`src/rtl/i2c_r16_pkg.sv`:
```
package i2c_r16_pkg;

    // Upper five bits of the accepted device address; the two below are free.
    localparam logic [4:0] DEV_PREFIX = 5'b01011;

    typedef enum logic [2:0] {
        ST_IDLE,
        ST_ADDR,
        ST_ACK,
        ST_WDATA,
        ST_RDATA,
        ST_RACK,
        ST_IGNORE
    } xact_state_e;

    typedef enum logic [2:0] {
        EV_NONE,
        EV_FRAME,
        EV_PTR,
        EV_WBYTE,
        EV_RBYTE
    } byte_ev_e;

    typedef struct packed {
        logic scl_hi;
        logic sda_hi;
        logic scl_rise;
        logic scl_fall;
        logic start;
        logic stop;
    } bus_evt_t;

    typedef struct packed {
        byte_ev_e   kind;
        logic [7:0] data;
    } byte_evt_t;

    function automatic logic addr_hit(logic [7:0] b);
        return b[7:3] == DEV_PREFIX;
    endfunction

    function automatic int unsigned clamp_index(logic [7:0] raw, int unsigned top);
        int unsigned r;
        r = raw;
        return (r > top) ? top : r;
    endfunction

endpackage

```
`src/rtl/i2c_r16_line.sv`:
```
module i2c_r16_line
    import i2c_r16_pkg::*;
#(
    parameter int SYNC_STAGES = 2
) (
    input  logic     clk,
    input  logic     rst,
    input  logic     scl_i,
    input  logic     sda_i,
    output bus_evt_t evt
);
    logic [SYNC_STAGES-1:0] scl_pipe;
    logic [SYNC_STAGES-1:0] sda_pipe;
    logic                   scl_d;
    logic                   sda_d;
    logic                   scl_s;
    logic                   sda_s;

    generate
        if (SYNC_STAGES == 1) begin : g_one
            always_ff @(posedge clk) begin
                if (rst) begin
                    scl_pipe <= '1;
                    sda_pipe <= '1;
                end else begin
                    scl_pipe <= scl_i;
                    sda_pipe <= sda_i;
                end
            end
        end else begin : g_many
            always_ff @(posedge clk) begin
                if (rst) begin
                    scl_pipe <= '1;
                    sda_pipe <= '1;
                end else begin
                    scl_pipe <= {scl_pipe[SYNC_STAGES-2:0], scl_i};
                    sda_pipe <= {sda_pipe[SYNC_STAGES-2:0], sda_i};
                end
            end
        end
    endgenerate

    assign scl_s = scl_pipe[SYNC_STAGES-1];
    assign sda_s = sda_pipe[SYNC_STAGES-1];

    always_ff @(posedge clk) begin
        if (rst) begin
            scl_d <= 1'b1;
            sda_d <= 1'b1;
        end else begin
            scl_d <= scl_s;
            sda_d <= sda_s;
        end
    end

    always_comb begin
        evt.scl_hi   = scl_s;
        evt.sda_hi   = sda_s;
        evt.scl_rise = scl_s & ~scl_d;
        evt.scl_fall = ~scl_s & scl_d;
        evt.start    = scl_s & scl_d & sda_d & ~sda_s;
        evt.stop     = scl_s & scl_d & ~sda_d & sda_s;
    end

endmodule

```
`src/rtl/i2c_r16_xact.sv`:
```
module i2c_r16_xact
    import i2c_r16_pkg::*;
(
    input  logic       clk,
    input  logic       rst,
    input  bus_evt_t   bus,
    input  logic [7:0] tx_byte,
    output byte_evt_t  bev,
    output logic       sda_oe
);
    xact_state_e state;
    logic [3:0]  bitcnt;
    logic [7:0]  rx_sh;
    logic [7:0]  tx_sh;
    logic        rd_mode;
    logic        ptr_phase;
    logic        m_nack;

    always_ff @(posedge clk) begin
        if (rst) begin
            state     <= ST_IDLE;
            bitcnt    <= '0;
            rx_sh     <= '0;
            tx_sh     <= '0;
            rd_mode   <= 1'b0;
            ptr_phase <= 1'b0;
            m_nack    <= 1'b0;
            sda_oe    <= 1'b0;
            bev.kind  <= EV_NONE;
            bev.data  <= '0;
        end else begin
            bev.kind <= EV_NONE;
            if (bus.start) begin
                state    <= ST_ADDR;
                bitcnt   <= '0;
                sda_oe   <= 1'b0;
                bev.kind <= EV_FRAME;
            end else if (bus.stop) begin
                state    <= ST_IDLE;
                sda_oe   <= 1'b0;
                bev.kind <= EV_FRAME;
            end else begin
                unique case (state)
                    ST_ADDR, ST_WDATA: begin
                        if (bus.scl_rise && bitcnt < 4'd8) begin
                            rx_sh  <= {rx_sh[6:0], bus.sda_hi};
                            bitcnt <= bitcnt + 4'd1;
                        end else if (bus.scl_fall && bitcnt == 4'd8) begin
                            if (state == ST_ADDR) begin
                                if (addr_hit(rx_sh)) begin
                                    sda_oe    <= 1'b1;
                                    state     <= ST_ACK;
                                    rd_mode   <= rx_sh[0];
                                    ptr_phase <= 1'b1;
                                end else begin
                                    state <= ST_IGNORE;
                                end
                            end else begin
                                bev.data  <= rx_sh;
                                bev.kind  <= ptr_phase ? EV_PTR : EV_WBYTE;
                                ptr_phase <= 1'b0;
                                sda_oe    <= 1'b1;
                                state     <= ST_ACK;
                            end
                        end
                    end
                    ST_ACK: begin
                        if (bus.scl_fall) begin
                            bitcnt <= '0;
                            if (rd_mode) begin
                                state    <= ST_RDATA;
                                tx_sh    <= tx_byte;
                                sda_oe   <= ~tx_byte[7];
                                bev.kind <= EV_RBYTE;
                            end else begin
                                state  <= ST_WDATA;
                                sda_oe <= 1'b0;
                            end
                        end
                    end
                    ST_RDATA: begin
                        if (bus.scl_fall) begin
                            if (bitcnt == 4'd7) begin
                                state  <= ST_RACK;
                                sda_oe <= 1'b0;
                            end else begin
                                bitcnt <= bitcnt + 4'd1;
                                tx_sh  <= {tx_sh[6:0], 1'b0};
                                sda_oe <= ~tx_sh[6];
                            end
                        end
                    end
                    ST_RACK: begin
                        if (bus.scl_rise) begin
                            m_nack <= bus.sda_hi;
                        end else if (bus.scl_fall) begin
                            bitcnt <= '0;
                            if (m_nack) begin
                                state <= ST_IGNORE;
                            end else begin
                                state    <= ST_RDATA;
                                tx_sh    <= tx_byte;
                                sda_oe   <= ~tx_byte[7];
                                bev.kind <= EV_RBYTE;
                            end
                        end
                    end
                    default: begin
                    end
                endcase
            end
        end
    end

    // Silent states never pull the line and never pass bytes onward.
    AST_IGNORE_SILENT: assert property (@(posedge clk) disable iff (rst)
        (state == ST_IGNORE || state == ST_IDLE) |-> (!sda_oe && bev.kind != EV_WBYTE && bev.kind != EV_PTR));

    // The target only changes its SDA drive while SCL is low.
    AST_SDA_STABLE_SCL_HIGH: assert property (@(posedge clk) disable iff (rst)
        (bus.scl_hi && $past(bus.scl_hi)) |-> $stable(sda_oe));

endmodule

```
`src/rtl/i2c_r16_ptr.sv`:
```
module i2c_r16_ptr
    import i2c_r16_pkg::*;
#(
    parameter  int NUM_REGS = 64,
    localparam int PTR_W    = $clog2(NUM_REGS)
) (
    input  logic             clk,
    input  logic             rst,
    input  byte_evt_t        bev,
    input  logic [15:0]      rf_rdata,
    output logic [PTR_W-1:0] rf_raddr,
    output logic             rf_we,
    output logic [PTR_W-1:0] rf_waddr,
    output logic [15:0]      rf_wdata,
    output logic [7:0]       tx_byte
);
    localparam int unsigned      TOP_I = NUM_REGS - 1;
    localparam logic [PTR_W-1:0] TOP   = PTR_W'(TOP_I);

    logic [PTR_W-1:0] ptr;
    logic             sat;
    logic             half;
    logic [7:0]       hold_hi;
    logic [7:0]       tx_lo;

    always_ff @(posedge clk) begin
        if (rst) begin
            ptr      <= '0;
            sat      <= 1'b0;
            half     <= 1'b0;
            hold_hi  <= '0;
            tx_lo    <= '0;
            rf_we    <= 1'b0;
            rf_waddr <= '0;
            rf_wdata <= '0;
        end else begin
            rf_we <= 1'b0;
            unique case (bev.kind)
                EV_FRAME: half <= 1'b0;
                EV_PTR: begin
                    ptr  <= PTR_W'(clamp_index(bev.data, TOP_I));
                    sat  <= 1'b0;
                    half <= 1'b0;
                end
                EV_WBYTE: begin
                    if (!half) begin
                        hold_hi <= bev.data;
                        half    <= 1'b1;
                    end else begin
                        half <= 1'b0;
                        if (!sat) begin
                            rf_we    <= 1'b1;
                            rf_waddr <= ptr;
                            rf_wdata <= {hold_hi, bev.data};
                            if (ptr == TOP) sat <= 1'b1;
                            else            ptr <= ptr + 1'b1;
                        end
                    end
                end
                EV_RBYTE: begin
                    if (!half) begin
                        tx_lo <= rf_rdata[7:0];
                        half  <= 1'b1;
                        if (ptr != TOP) ptr <= ptr + 1'b1;
                    end else begin
                        half <= 1'b0;
                    end
                end
                default: begin
                end
            endcase
        end
    end

    assign rf_raddr = ptr;
    assign tx_byte  = half ? tx_lo : rf_rdata[15:8];

    AST_WE_SINGLE_CYCLE: assert property (@(posedge clk) disable iff (rst)
        rf_we |=> !rf_we);

    AST_PTR_STEP: assert property (@(posedge clk) disable iff (rst)
        (bev.kind == EV_WBYTE && half && !sat && ptr != TOP) |=> (ptr == $past(ptr) + 1'b1));

    AST_NO_WRITE_PAST_TOP: assert property (@(posedge clk) disable iff (rst)
        (sat && bev.kind != EV_PTR) |=> !rf_we);

    AST_PTR_HOLDS_TOP: assert property (@(posedge clk) disable iff (rst)
        (ptr == TOP && bev.kind != EV_PTR) |=> (ptr == TOP));

endmodule

```
`src/rtl/i2c_reg16_target.sv`:
```
module i2c_reg16_target
    import i2c_r16_pkg::*;
#(
    parameter  int NUM_REGS    = 64,
    parameter  int SYNC_STAGES = 2,
    localparam int PTR_W       = $clog2(NUM_REGS)
) (
    input  logic             clk,
    input  logic             rst,
    input  logic             scl_i,
    input  logic             sda_i,
    output logic             sda_oe,
    output logic [PTR_W-1:0] rf_raddr,
    input  logic [15:0]      rf_rdata,
    output logic             rf_we,
    output logic [PTR_W-1:0] rf_waddr,
    output logic [15:0]      rf_wdata
);
    bus_evt_t  bus;
    byte_evt_t bev;
    logic [7:0] tx_byte;

    i2c_r16_line #(.SYNC_STAGES(SYNC_STAGES)) u_line (
        .clk   (clk),
        .rst   (rst),
        .scl_i (scl_i),
        .sda_i (sda_i),
        .evt   (bus)
    );

    i2c_r16_xact u_xact (
        .clk     (clk),
        .rst     (rst),
        .bus     (bus),
        .tx_byte (tx_byte),
        .bev     (bev),
        .sda_oe  (sda_oe)
    );

    i2c_r16_ptr #(.NUM_REGS(NUM_REGS)) u_ptr (
        .clk      (clk),
        .rst      (rst),
        .bev      (bev),
        .rf_rdata (rf_rdata),
        .rf_raddr (rf_raddr),
        .rf_we    (rf_we),
        .rf_waddr (rf_waddr),
        .rf_wdata (rf_wdata),
        .tx_byte  (tx_byte)
    );

    // Reset leaves the bus released and the register port quiet.
    AST_RESET_QUIET: assert property (@(posedge clk)
        $past(rst) |-> (!sda_oe && !rf_we));

endmodule

```
`config.mk`:
```
export PLATFORM = sky130hd
export DESIGN_NAME = i2c_reg16_target
export DESIGN_NICKNAME = d
export VERILOG_FILES = /design/src/rtl/i2c_r16_pkg.sv /design/src/rtl/i2c_r16_line.sv /design/src/rtl/i2c_r16_xact.sv /design/src/rtl/i2c_r16_ptr.sv /design/src/rtl/i2c_reg16_target.sv
export SDC_FILE = /design/constraint.sdc
export NUM_CORES = 1
export LEC_CHECK = 0
export BUFFER_PORTS_ARGS = -buffer_cell sky130_fd_sc_hd__buf_2
export CAP_MARGIN = 15
export CORE_UTILIZATION = 52
export DETAILED_ROUTE_END_ITERATION = 6
export PLACE_DENSITY = 0.82
export SLEW_MARGIN = 25
export SYNTH_ARGS = -nofsm -noshare
export SYNTH_HDL_FRONTEND = slang
export SYNTH_HIERARCHICAL = 1
export SYNTH_SLANG_ARGS = --single-unit
```
`constraint.sdc`:
```
create_clock -name clk -period 2.5 [get_ports clk]
set_clock_uncertainty 0.15 [all_clocks]
set_input_delay 0.25 -clock clk [delete_from_list [all_inputs] [get_ports clk]]
set_output_delay 0.25 -clock clk [all_outputs]
set_load 0.1 [all_outputs]
```
Yosys cells after proc, flatten, opt, wreduce, memory -nomap -nowiden. Index checks and enable logic that the tools add are counted. W data, S select, Z words.

Register bits after elaboration: 90. Input port bits: 20.

Add/sub/neg operators: 2. Eq/ne operators: 39. Reductions and logical operators: 29. Bitwise operators: 20. Muxes and demuxes: 68. Order comparisons: 2.

Operators with widths (number): $mux W7 (7); $mux W3 (15); $mux W6 (6); $reduce_and A6 Y1 (4); $mux W1 (22); $mux W11 (2); $pmux W7 S3 (1); $mux W4 (5); $ne A4 B3 Y1 const B (5); $ne A2 B1 Y1 const B (9); $pmux W6 S3 (1); $ne A2 B2 Y1 const B (8); $pmux W4 S4 (1); $reduce_and A8 Y1 (2); $not A1 Y1 (13); $eq A3 B2 Y1 const B (4); $pmux W3 S4 (1); $mux W10 (1); $reduce_and A10 Y1 (1); $eq A3 B3 Y1 const B (3); $pmux W3 S3 (1); $reduce_and A9 Y1 (1); $gt A8 B6 Y1 const B (1); $mux W8 (1); 26 further kinds (45).

Longest topological paths before layout. Gate-level depths: netlist of the first run.

Word-level depth: 8. Gate-level depth with buffers: 8. Depth with buffers taken out: 7.

By module. The synthesis of the first run kept the hierarchy.

By module, submodules not included: i2c_r16_ptr (instances 1, area an instance 2080.7 um^2, cells an instance 240); i2c_r16_xact (instances 1, area an instance 1798.0 um^2, cells an instance 208); i2c_r16_line (instances 1, area an instance 205.2 um^2, cells an instance 18).

Least setup slack after synthesis of the first run. Ideal clock, no wire load.

Path type: register to register. Start point: register u_ptr.ptr[0] (netlist: u_ptr/rf_raddr[0]). End point: register u_ptr.ptr[0] (netlist: u_ptr/rf_raddr[0]). Arrival: 2.385 ns. Cell stages (with the launch flop): 6. Slack: -0.154 ns. Setup time: 0.120 ns. Path buffers: 0. Path through: dfxtp_1 > ha_1 > nand3_1 > o221ai_1 > a22oi_1 > o221a_1.

Cells in the longest elaborated chain, start to end: 5. Elaborated cells on any way between the ends: 12.

RTL lines: start, declared (RTL line i2c_r16_ptr.sv:20) `logic [PTR_W-1:0] ptr;`; start signal, assigned (RTL line i2c_r16_ptr.sv:41) `ptr <= PTR_W'(clamp_index(bev.data, TOP_I));`; start signal, assigned (RTL line i2c_r16_ptr.sv:56) `else ptr <= ptr + 1'b1;`; start signal, assigned (RTL line i2c_r16_ptr.sv:64) `if (ptr != TOP) ptr <= ptr + 1'b1;`; $add A6 B1 Y6 (RTL line i2c_r16_ptr.sv:56, i2c_r16_ptr.sv:64); $mux W6 (RTL line i2c_r16_ptr.sv:55) `if (ptr == TOP) sat <= 1'b1;`; $mux W6 (RTL line i2c_r16_ptr.sv:51) `if (!sat) begin`; $mux W6 (RTL line i2c_r16_ptr.sv:46) `if (!half) begin`; $pmux W6 S3 (RTL line i2c_r16_ptr.sv:38) `unique case (bev.kind)`.

Parallel ways exist; a longest one is shown, timed or not. The select of a mux whose other input is x is not followed. A chain may end at the register's enable or synchronous reset.

==> reports/metrics.cfg, run 1 <==
[drt]
drc = 0
num_vias = 3571
routed_wl_um = 9120
wl_per_cell_um = 14.6
drt_iter0_markers = 161
drtAntennaViolNets = 0
wl_met2_um = 4450
vias_per_cell = 5.72
wl_met1_um = 4100
highest_layer = met4
first_pass_iters = 5
met3_length_um = 502

[synth]
synth_nets = 488
syn_inst = 465
postSynthAreaPerCell_um2 = 8.77
syn_area_um2 = 4080
yosys_warnings = 6

[global_route]
antenna_found_initial = 0
grt_overflow = 0
grt_pass1_vias = 3282
grt_usage = 0.228
grt_start_max_net_pins = 24
grt_pass1_wl_um = 15400

[clocking]
clkSinkCount = 90
clock_latency_ps = 350
htreeDepth = 3
postCtsSetupBuffers = 0
cts_buffers = 9
cts_tree = built
clk_path_buf_depth = 2
cts_root_buf = clkbuf_8
cts.clk_slew.worst_paths_ps = 90

[critical_path]
critPathTopFamily = simple AND/OR/NAND/NOR gates
crit_arrival_ps = 2440
slowest_stage = or4_1
start_kind = register
cp.required_ps = 2620
r2r-end = u_xact/bitcnt[0]
path_class = reg -> reg
crit_end = u_xact/bitcnt[0]
rr_startpoint = u_line/scl_pipe[1]
path_max_fanout = 6
path_buf_inv = 1
reg2reg_slack_ps = 180
end_kind = register
slowest_delay_ps = 550
setup.worst_path.start = u_line/scl_pipe[1]
crit_cells = 7
ff2ff_path_depth = 7
crit_path_cell_trace = nor2b_2 > and4bb_1 > nor3_1 > or4_1 > buf_4 > or3_1 > a21boi_0

[sta]
finalCriticalPeriod_ps = 2320
slew_viol_final = 0
tns_ps = 0
setup_violations = 0
period_share = 0.928
max_freq_ghz = 0.431
rsz0062_at_grt = false
timing.slew.headroom = 0.616
hold_violations = 0
worst_pin_slew_ps = 575

[floorplan]
die_h_um = 90.5
initial_core_util = 0.550
dieArea_um2 = 8200
die_width_um = 90.5
num_io_pins = 50
core_area_um2 = 7410
rows = 31

[pwr]
powerDensity_nw_per_um2 = 556
power_leakage_nw = 1.87
ir_worst_vdd_mv = 0.299
power_mw = 2.64

[hold_path]
hp-class = in -> reg
whs_path_depth = 2

[placement]
place_congestion = 0.894
dp_hpwl_um = 6240
io_buffers = 49

[layout]
fin_nets = 544
antenna_cells = 0
drive_gt1_frac = 0.215
final_cell_mix = dfxtp_1 (87), nand2_1 (81), nor2_1 (50)
final_common_cell = dfxtp_1
syn_to_final_growth_pct = 16.5

[flow_run]
drv_cap = 0

[status]
status = finished, final reports clean

flip-flops by register name, summed over array words and instances, names as in the netlist, 2 cells and up:
signal,cells
u_ptr/rf_waddr,6
u_line/sda_pipe,2
u_xact/rx_sh,8
u_xact/bitcnt,4
u_xact/bev,11
u_xact/tx_sh,7
u_ptr/hold_hi,8
u_xact/state,3
u_ptr/rf_raddr,6
u_ptr/rf_wdata,16
u_line/scl_pipe,2
u_ptr/tx_lo,8
how the worst min path moves through the flow:
stage | from | end | slack (ps)
global placement | u_line/sda_pipe[0] | u_line/sda_pipe[1] | 240
finish | rst | u_ptr/rf_waddr[3] | 190
global route | rst | u_ptr/rf_waddr[2] | 200
CTS | rst | u_xact/state[0] | 190
floorplan | rst | u_line/scl_d | 200
detailed placement | u_line/sda_pipe[0] | u_line/sda_pipe[1] | 240
metrics by stage:
| stage | hold slack [ps] | util | area (µm²) | setup WS (ps) | cells |
|---|---|---|---|---|---|
| after floorplan | 197 | - | 4080 | 30.0 | 465 |
| after global placement | 236 | 0.597 | 4420 | 223 | 599 |
| after detailed placement | 243 | 0.597 | 4420 | 157 | 599 |
| after CTS | 187 | 0.640 | 4740 | 136 | 624 |
| after global routing | 197 | 0.641 | 4750 | 28.7 | 624 |
| final | 195 | 0.641 | 4750 | 179 | 624 |
cell type report:
| type | instances | area (µm²) |
|---|---|---|
| clock buffer | 11 | 141 |
| sequential | 90 | 1810 |
| clock inverter | 4 | 76.3 |
| fill | 610 | 2660 |
| inverter | 8 | 30.0 |
| tap | 99 | 124 |
| timing repair buffer | 74 | 458 |
| multi-input combinational | 338 | 2110 |
layer usage:
| layer | track usage | vias to the layer above |
|---|---|---|
| met4 | 0.0497 | 0 |
| met2 | 0.373 | 126 |
| met5 | 0 | - |
| li1 | - | 1746 |
| met1 | 0.307 | 1692 |
| met3 | 0.0480 | 7 |
what timing repair did:
item | 4_1_cts | 5_1_grt
resized for setup | 0 | 3
endpoints found under the setup margin | 0 | 2
hold buffers | 10 | 0
endpoints found under the hold margin | 10 | 0
worst reg2reg max path, stage by stage (launching register included):
cell	delay, ps
dfxtp_1	370
nor2b_2	240
and4bb_1	220
nor3_1	50
or4_1	550
buf_4	180
or3_1	340
a21boi_0	150
report_power, final:
group | leakage (nW) | internal (mW) | switching [mW]
Combinational | 1.04 | 0.0491 | 0.0612
Clock | 0.106 | 0.588 | 0.492
Sequential | 0.728 | 1.44 | 0.00807
(Power assumes the default switching activity.)
==> inputs of run 2 (changes only) <==
Settings changed: RECOVER_POWER set to 50.
==> run 2 against run 1 <==
Net effect:
- hold slack gained 8.7 ps
- final cell count unchanged
- combinational power is essentially flat
- sequential power is essentially flat
==> reports/metrics.cfg, run 2 (same netlist as run 1, synthesis figures left out) <==
[status]
status = finished, final reports clean

[critical_path]
path_class = reg -> reg
path_max_fanout = 6  ; unchanged
start_kind = register
crit_arrival_ps = 2430  ; about the same
end_kind = register
cp.required_ps = 2620  ; about the same

[sta]
final.setup.worst_slack_ps = 183  ; +4.20 ps
finalCriticalPeriod_ps = 2320  ; -4.20 ps
slew_viol_final = 0  ; unchanged
tns_ps = 0  ; unchanged
hold_violations = 0  ; unchanged
rsz0062_at_grt = false
timing.slew.headroom = 0.217  ; -0.399
period_share = 0.927  ; -0.00168
worst_pin_slew_ps = 1180  ; +605 ps
setup_violations = 0  ; unchanged
max_freq_ghz = 0.432  ; +0.18%

[global_route]
grt_usage = 0.228  ; unchanged
grt_pass1_vias = 3282  ; unchanged
grt_pass1_wl_um = 15400  ; unchanged
grt_overflow = 0  ; unchanged
antenna_found_initial = 0  ; unchanged
grt_start_max_net_pins = 24  ; unchanged

[clocking]
cts_tree = built
cts.clk_slew.worst_paths_ps = 90  ; about the same
clock_latency_ps = 350  ; about the same
htreeDepth = 3  ; unchanged
cts_buffers = 9  ; unchanged
clk_path_buf_depth = 2  ; unchanged
cts_root_buf = clkbuf_8
clkSinkCount = 90  ; unchanged

[drt]
wl_per_cell_um = 14.7  ; +0.61%
first_pass_iters = 4  ; -1
vias_per_cell = 5.64  ; -1.5%
drt_iter0_markers = 167  ; +3.7%
drc = 0  ; unchanged
routed_wl_um = 9180  ; +0.61%
num_vias = 3517  ; -1.5%
drtAntennaViolNets = 0  ; unchanged

[pwr]
powerDensity_nw_per_um2 = 563  ; +1.3%
power_leakage_nw = 1.73  ; -7.7%
ir_worst_vdd_mv = 0.305  ; +2.1%
power_mw = 2.64  ; about the same

[floorplan]
initial_core_util = 0.550  ; unchanged
core_area_um2 = 7410  ; unchanged
die_h_um = 90.5  ; unchanged
rows = 31  ; unchanged
die_width_um = 90.5  ; unchanged
dieArea_um2 = 8200  ; unchanged
num_io_pins = 50  ; unchanged

[layout]
drive_gt1_frac = 0.149  ; -0.0667
largest_reg_flops = 16  ; unchanged
top_regs = u_ptr/rf_wdata (16), u_xact/bev (11)
antenna_cells = 0  ; unchanged
syn_to_final_growth_pct = 14.9
fin_nets = 544  ; unchanged
regMostFlops = u_ptr/rf_wdata
final_cell_mix = dfxtp_1 (88), nand2_1 (81), nor2_1 (50)
final_util = 0.632  ; -0.00844
final_common_cell = dfxtp_1

[placement]
place_ws_ps = 157  ; unchanged
dp_hpwl_um = 6240  ; unchanged
io_buffers = 49  ; unchanged
place_congestion = 0.894  ; unchanged

[hold_path]
hp-class = in -> reg

[flow_run]
drv_cap = 0  ; unchanged

run 2: layer usage:
metal	part of all wire	track usage	wire [µm]
met1	0.45	0.307	4170
met4	0.0071	0.0497	65
met2	0.48	0.373	4430
met3	0.056	0.0480	512
met5	0	0	0
run 2: timing repair:
item,CTS,global route
hold buffers,10,0
resized for setup,0,3
hold endpoints to repair,10,0
endpoints found under the setup margin,0,2
buffers inserted,0,0
run 2: path summary, 6_finish.rpt:
check | cells after the start | slack [ps] | to | start
setup / recovery | 7 | 180 | u_xact/bitcnt[0] | u_line/scl_pipe[1]
hold / removal | 4 | 200 | u_xact/tx_sh[0] | rf_rdata[8]
setup reg to reg | 7 | 180 | u_xact/bitcnt[0] | u_line/scl_pipe[1]
hold reg to reg | 1 | 250 | u_line/sda_pipe[1] | u_line/sda_pipe[0]
run 2: power breakdown:
group | internal (mW) | leakage (nW) | switching, mW
sequential | 1.44 | 0.727 | 0.00807
clock | 0.588 | 0.106 | 0.493
combinational | 0.0481 | 0.893 | 0.0613
run 2: worst max-delay path, stage by stage, from the launching register on:
cell and delay, ps:
dfxtp_1 370, nor2b_2 240, and4bb_1 220, nor3_1 50
or4_1 550, buf_4 180, or3_1 340, a21boi_0 150
run 2: through the flow:
stage / area [µm²] / hold slack (ps) / std cells
floorplan: 4080 / 197 / 465
global placement: 4420 / 236 / 599
detailed placement: 4420 / 243 / 599
CTS: 4740 / 187 / 624
global route: 4680 / 206 / 624
finish: 4680 / 204 / 624
run 2: area by class of cell:
cell class | instances | area [µm²]
clock buffer | 11 | 141
clock inverter | 4 | 76.3
fill | 633 | 2720
inverter | 8 | 30.0
multi-input combinational | 338 | 2100
sequential | 90 | 1800
tap | 99 | 124
timing repair buffer | 74 | 409
==> inputs of run 3 (changes only) <==
Settings changed: CELL_PAD_IN_SITES_DETAIL_PLACEMENT set to 0, CELL_PAD_IN_SITES_GLOBAL_PLACEMENT set to 1, CORE_UTILIZATION 52 to 39, PLACE_DENSITY 0.82 to 0.73.
==> run 3 against run 2 <==
Net effect:
- hold slack got worse by 84 ps
- first-iteration DRC count is 2.4% higher
- design area up 0.83%
- sequential share of layout area down 0.29 points
- global-route usage is 5.3 points lower
- highest routed layer unchanged
- largest power group unchanged
- total power up 0.18%
- maximum frequency about the same
- clock-buffer cell count down 2
- die area is 33% higher
- non-clock buffer count is 2 lower
==> reports/metrics.cfg, run 3 (same netlist as run 1, synthesis figures left out) <==
[pwr]
powerDensity_nw_per_um2 = 559  ; -0.64%
ir_worst_vdd_mv = 0.270  ; -11%
power_leakage_nw = 1.73  ; +0.25%

[layout]
largest_reg_flops = 16  ; unchanged
final_cell_mix = dfxtp_1 (87), nand2_1 (81), nor2_1 (50)
fin_nets = 542  ; -0.37%
seq_area_um2 = 1810  ; about the same
nFillCells = 1015  ; +60%
multi_input_area_um2 = 2110  ; +0.48%
antenna_cells = 0  ; unchanged
syn_to_final_growth_pct = 15.9
drive_gt1_frac = 0.156  ; +0.00792
top_regs = u_ptr/rf_wdata (16), u_xact/bev (11)
final_util = 0.474  ; -0.158
final_common_cell = dfxtp_1
regMostFlops = u_ptr/rf_wdata

[global_route]
grt_start_max_net_pins = 37  ; +54%
grt_pass1_wl_um = 15300  ; -0.14%
antenna_found_initial = 0  ; unchanged
grt_usage = 0.174  ; -0.0535
grt_pass1_vias = 3132  ; -4.6%
grt_overflow = 0  ; unchanged

[sta]
period_share = 0.927  ; about the same
setup_violations = 0  ; unchanged
finalCriticalPeriod_ps = 2320  ; +0.764 ps
timing.slew.headroom = 0.215  ; -0.00156
worst_pin_slew_ps = 1180  ; +2.36 ps
tns_ps = 0  ; unchanged
hold_violations = 0  ; unchanged
max_freq_ghz = 0.432  ; about the same
rsz0062_at_grt = false
whs_ps = 120  ; -84.0 ps
slew_viol_final = 0  ; unchanged

[critical_path]
path_max_fanout = 8  ; +2
r2r-end = u_xact/bitcnt[3]
reg2reg_slack_ps = 180  ; about the same
slowest_delay_ps = 570  ; +20 ps
crit_path_cell_trace = nor3b_2 > nor3_1 > or4_4 > or4_1 > a21boi_1
start_kind = register
rr_startpoint = u_xact/state[1]
ff2ff_path_depth = 5  ; -2
end_kind = register
crit_arrival_ps = 2470  ; +40 ps
slowest_stage = or4_4
cp.required_ps = 2650  ; +30 ps
path_class = reg -> reg

[clocking]
htreeDepth = 3  ; unchanged
cts_buffers = 9  ; unchanged
cts.clk_slew.worst_paths_ps = 90  ; about the same
postCtsSetupBuffers = 0  ; unchanged
cts_tree = built
clock_latency_ps = 360  ; about the same
clkSinkCount = 90  ; unchanged
clk_path_buf_depth = 2  ; unchanged
cts_root_buf = clkbuf_8

[drt]
first_pass_iters = 4  ; unchanged
num_vias = 3416  ; -2.9%
routed_wl_um = 9060  ; -1.3%
wl_per_cell_um = 13.8  ; -6.2%
drtAntennaViolNets = 0  ; unchanged
vias_per_cell = 5.20  ; -7.8%
drc = 0  ; unchanged
drt_iter0_markers = 171  ; +2.4%

[hold_path]
min_to = u_xact/rd_mode
whs_path_depth = 2  ; -2
hp-start = rst
hp-class = in -> reg

[floorplan]
core_area_um2 = 9950  ; +34%
initial_core_util = 0.410  ; -0.141
num_io_pins = 50  ; unchanged
die_width_um = 104  ; +15%
dieArea_um2 = 10900  ; +33%
die_h_um = 104  ; +15%
rows = 36  ; +16%

[placement]
dp_hpwl_um = 6210  ; -0.49%
place_congestion = 0.892  ; -0.20%
io_buffers = 49  ; unchanged

[status]
status = finished, final reports clean

[flow_run]
drv_cap = 0  ; unchanged

==> run 3: routing by layer <==
layer  track usage  vias to the layer above  share of wire
met5             0                        -              0
met1         0.242                     1588           0.51
met4        0.0857                        0          0.014
met2         0.261                       69           0.44
li1              -                     1748              -
met3        0.0282                       11          0.035
==> run 3: critical path: cells and delay by family, from the launching register on <==
family	cells	cell delay, ps
AOI/OAI and AO/OA	1	150
and+or+nand+nor	4	1490
DFF	1	470
==> run 3: area by class of cell <==
| cell class | count | area share |
|---|---|---|
| Clock buffer | 9 | 0.0262 |
| Timing Repair Buffer | 72 | 0.0837 |
| Sequential cell | 90 | 0.382 |
| Inverter | 8 | 0.00636 |
| Tap cell | 133 | 0.0352 |
| Multi-Input combinational cell | 338 | 0.447 |
| Clock inverter | 7 | 0.0196 |
==> run 3: repair_timing <==
| item | in CTS | in global routing |
|---|---|---|
| setup endpoints to repair | 1 | 2 |
| hold buffers | 10 | 0 |
| hold endpoints to repair | 10 | 0 |
| resized for setup | 1 | 4 |
==> run 3: worst max path at each step <==
| stage | start | endpoint | slack (ps) | cells after the start |
|---|---|---|---|---|
| 5_1_grt | u_line/scl_pipe[1] | u_xact/bitcnt[3] | 20 | 6 |
| 4_1_cts | u_line/scl_d | u_xact/bitcnt[3] | 80 | 6 |
| 2_1_floorplan | u_ptr/rf_raddr[3] | u_ptr/rf_raddr[0] | 30 | 4 |
| 3_5_place_dp | u_line/scl_d | u_xact/bitcnt[3] | 10 | 6 |
| 3_3_place_gp | u_line/scl_d | u_xact/bitcnt[3] | 100 | 6 |
| 6_report | u_xact/state[1] | u_xact/bitcnt[3] | 180 | 5 |
==> run 3: through the flow <==
step	total power, mW	instances	worst slack, ps	area, µm²
after floorplan	1.54	465	30.0	4080
after global placement	1.57	631	102	4450
after detailed placement	1.58	631	14.6	4450
after CTS	2.68	657	83.6	4770
after global routing	2.76	657	21.0	4720
final	2.64	657	183	4720
==> run 3: where the power goes <==
group,switching [mW],total [mW],internal (mW)
Combinational,0.0590,0.106,0.0475
Sequential,0.00832,1.45,1.44
Clock,0.524,1.09,0.563
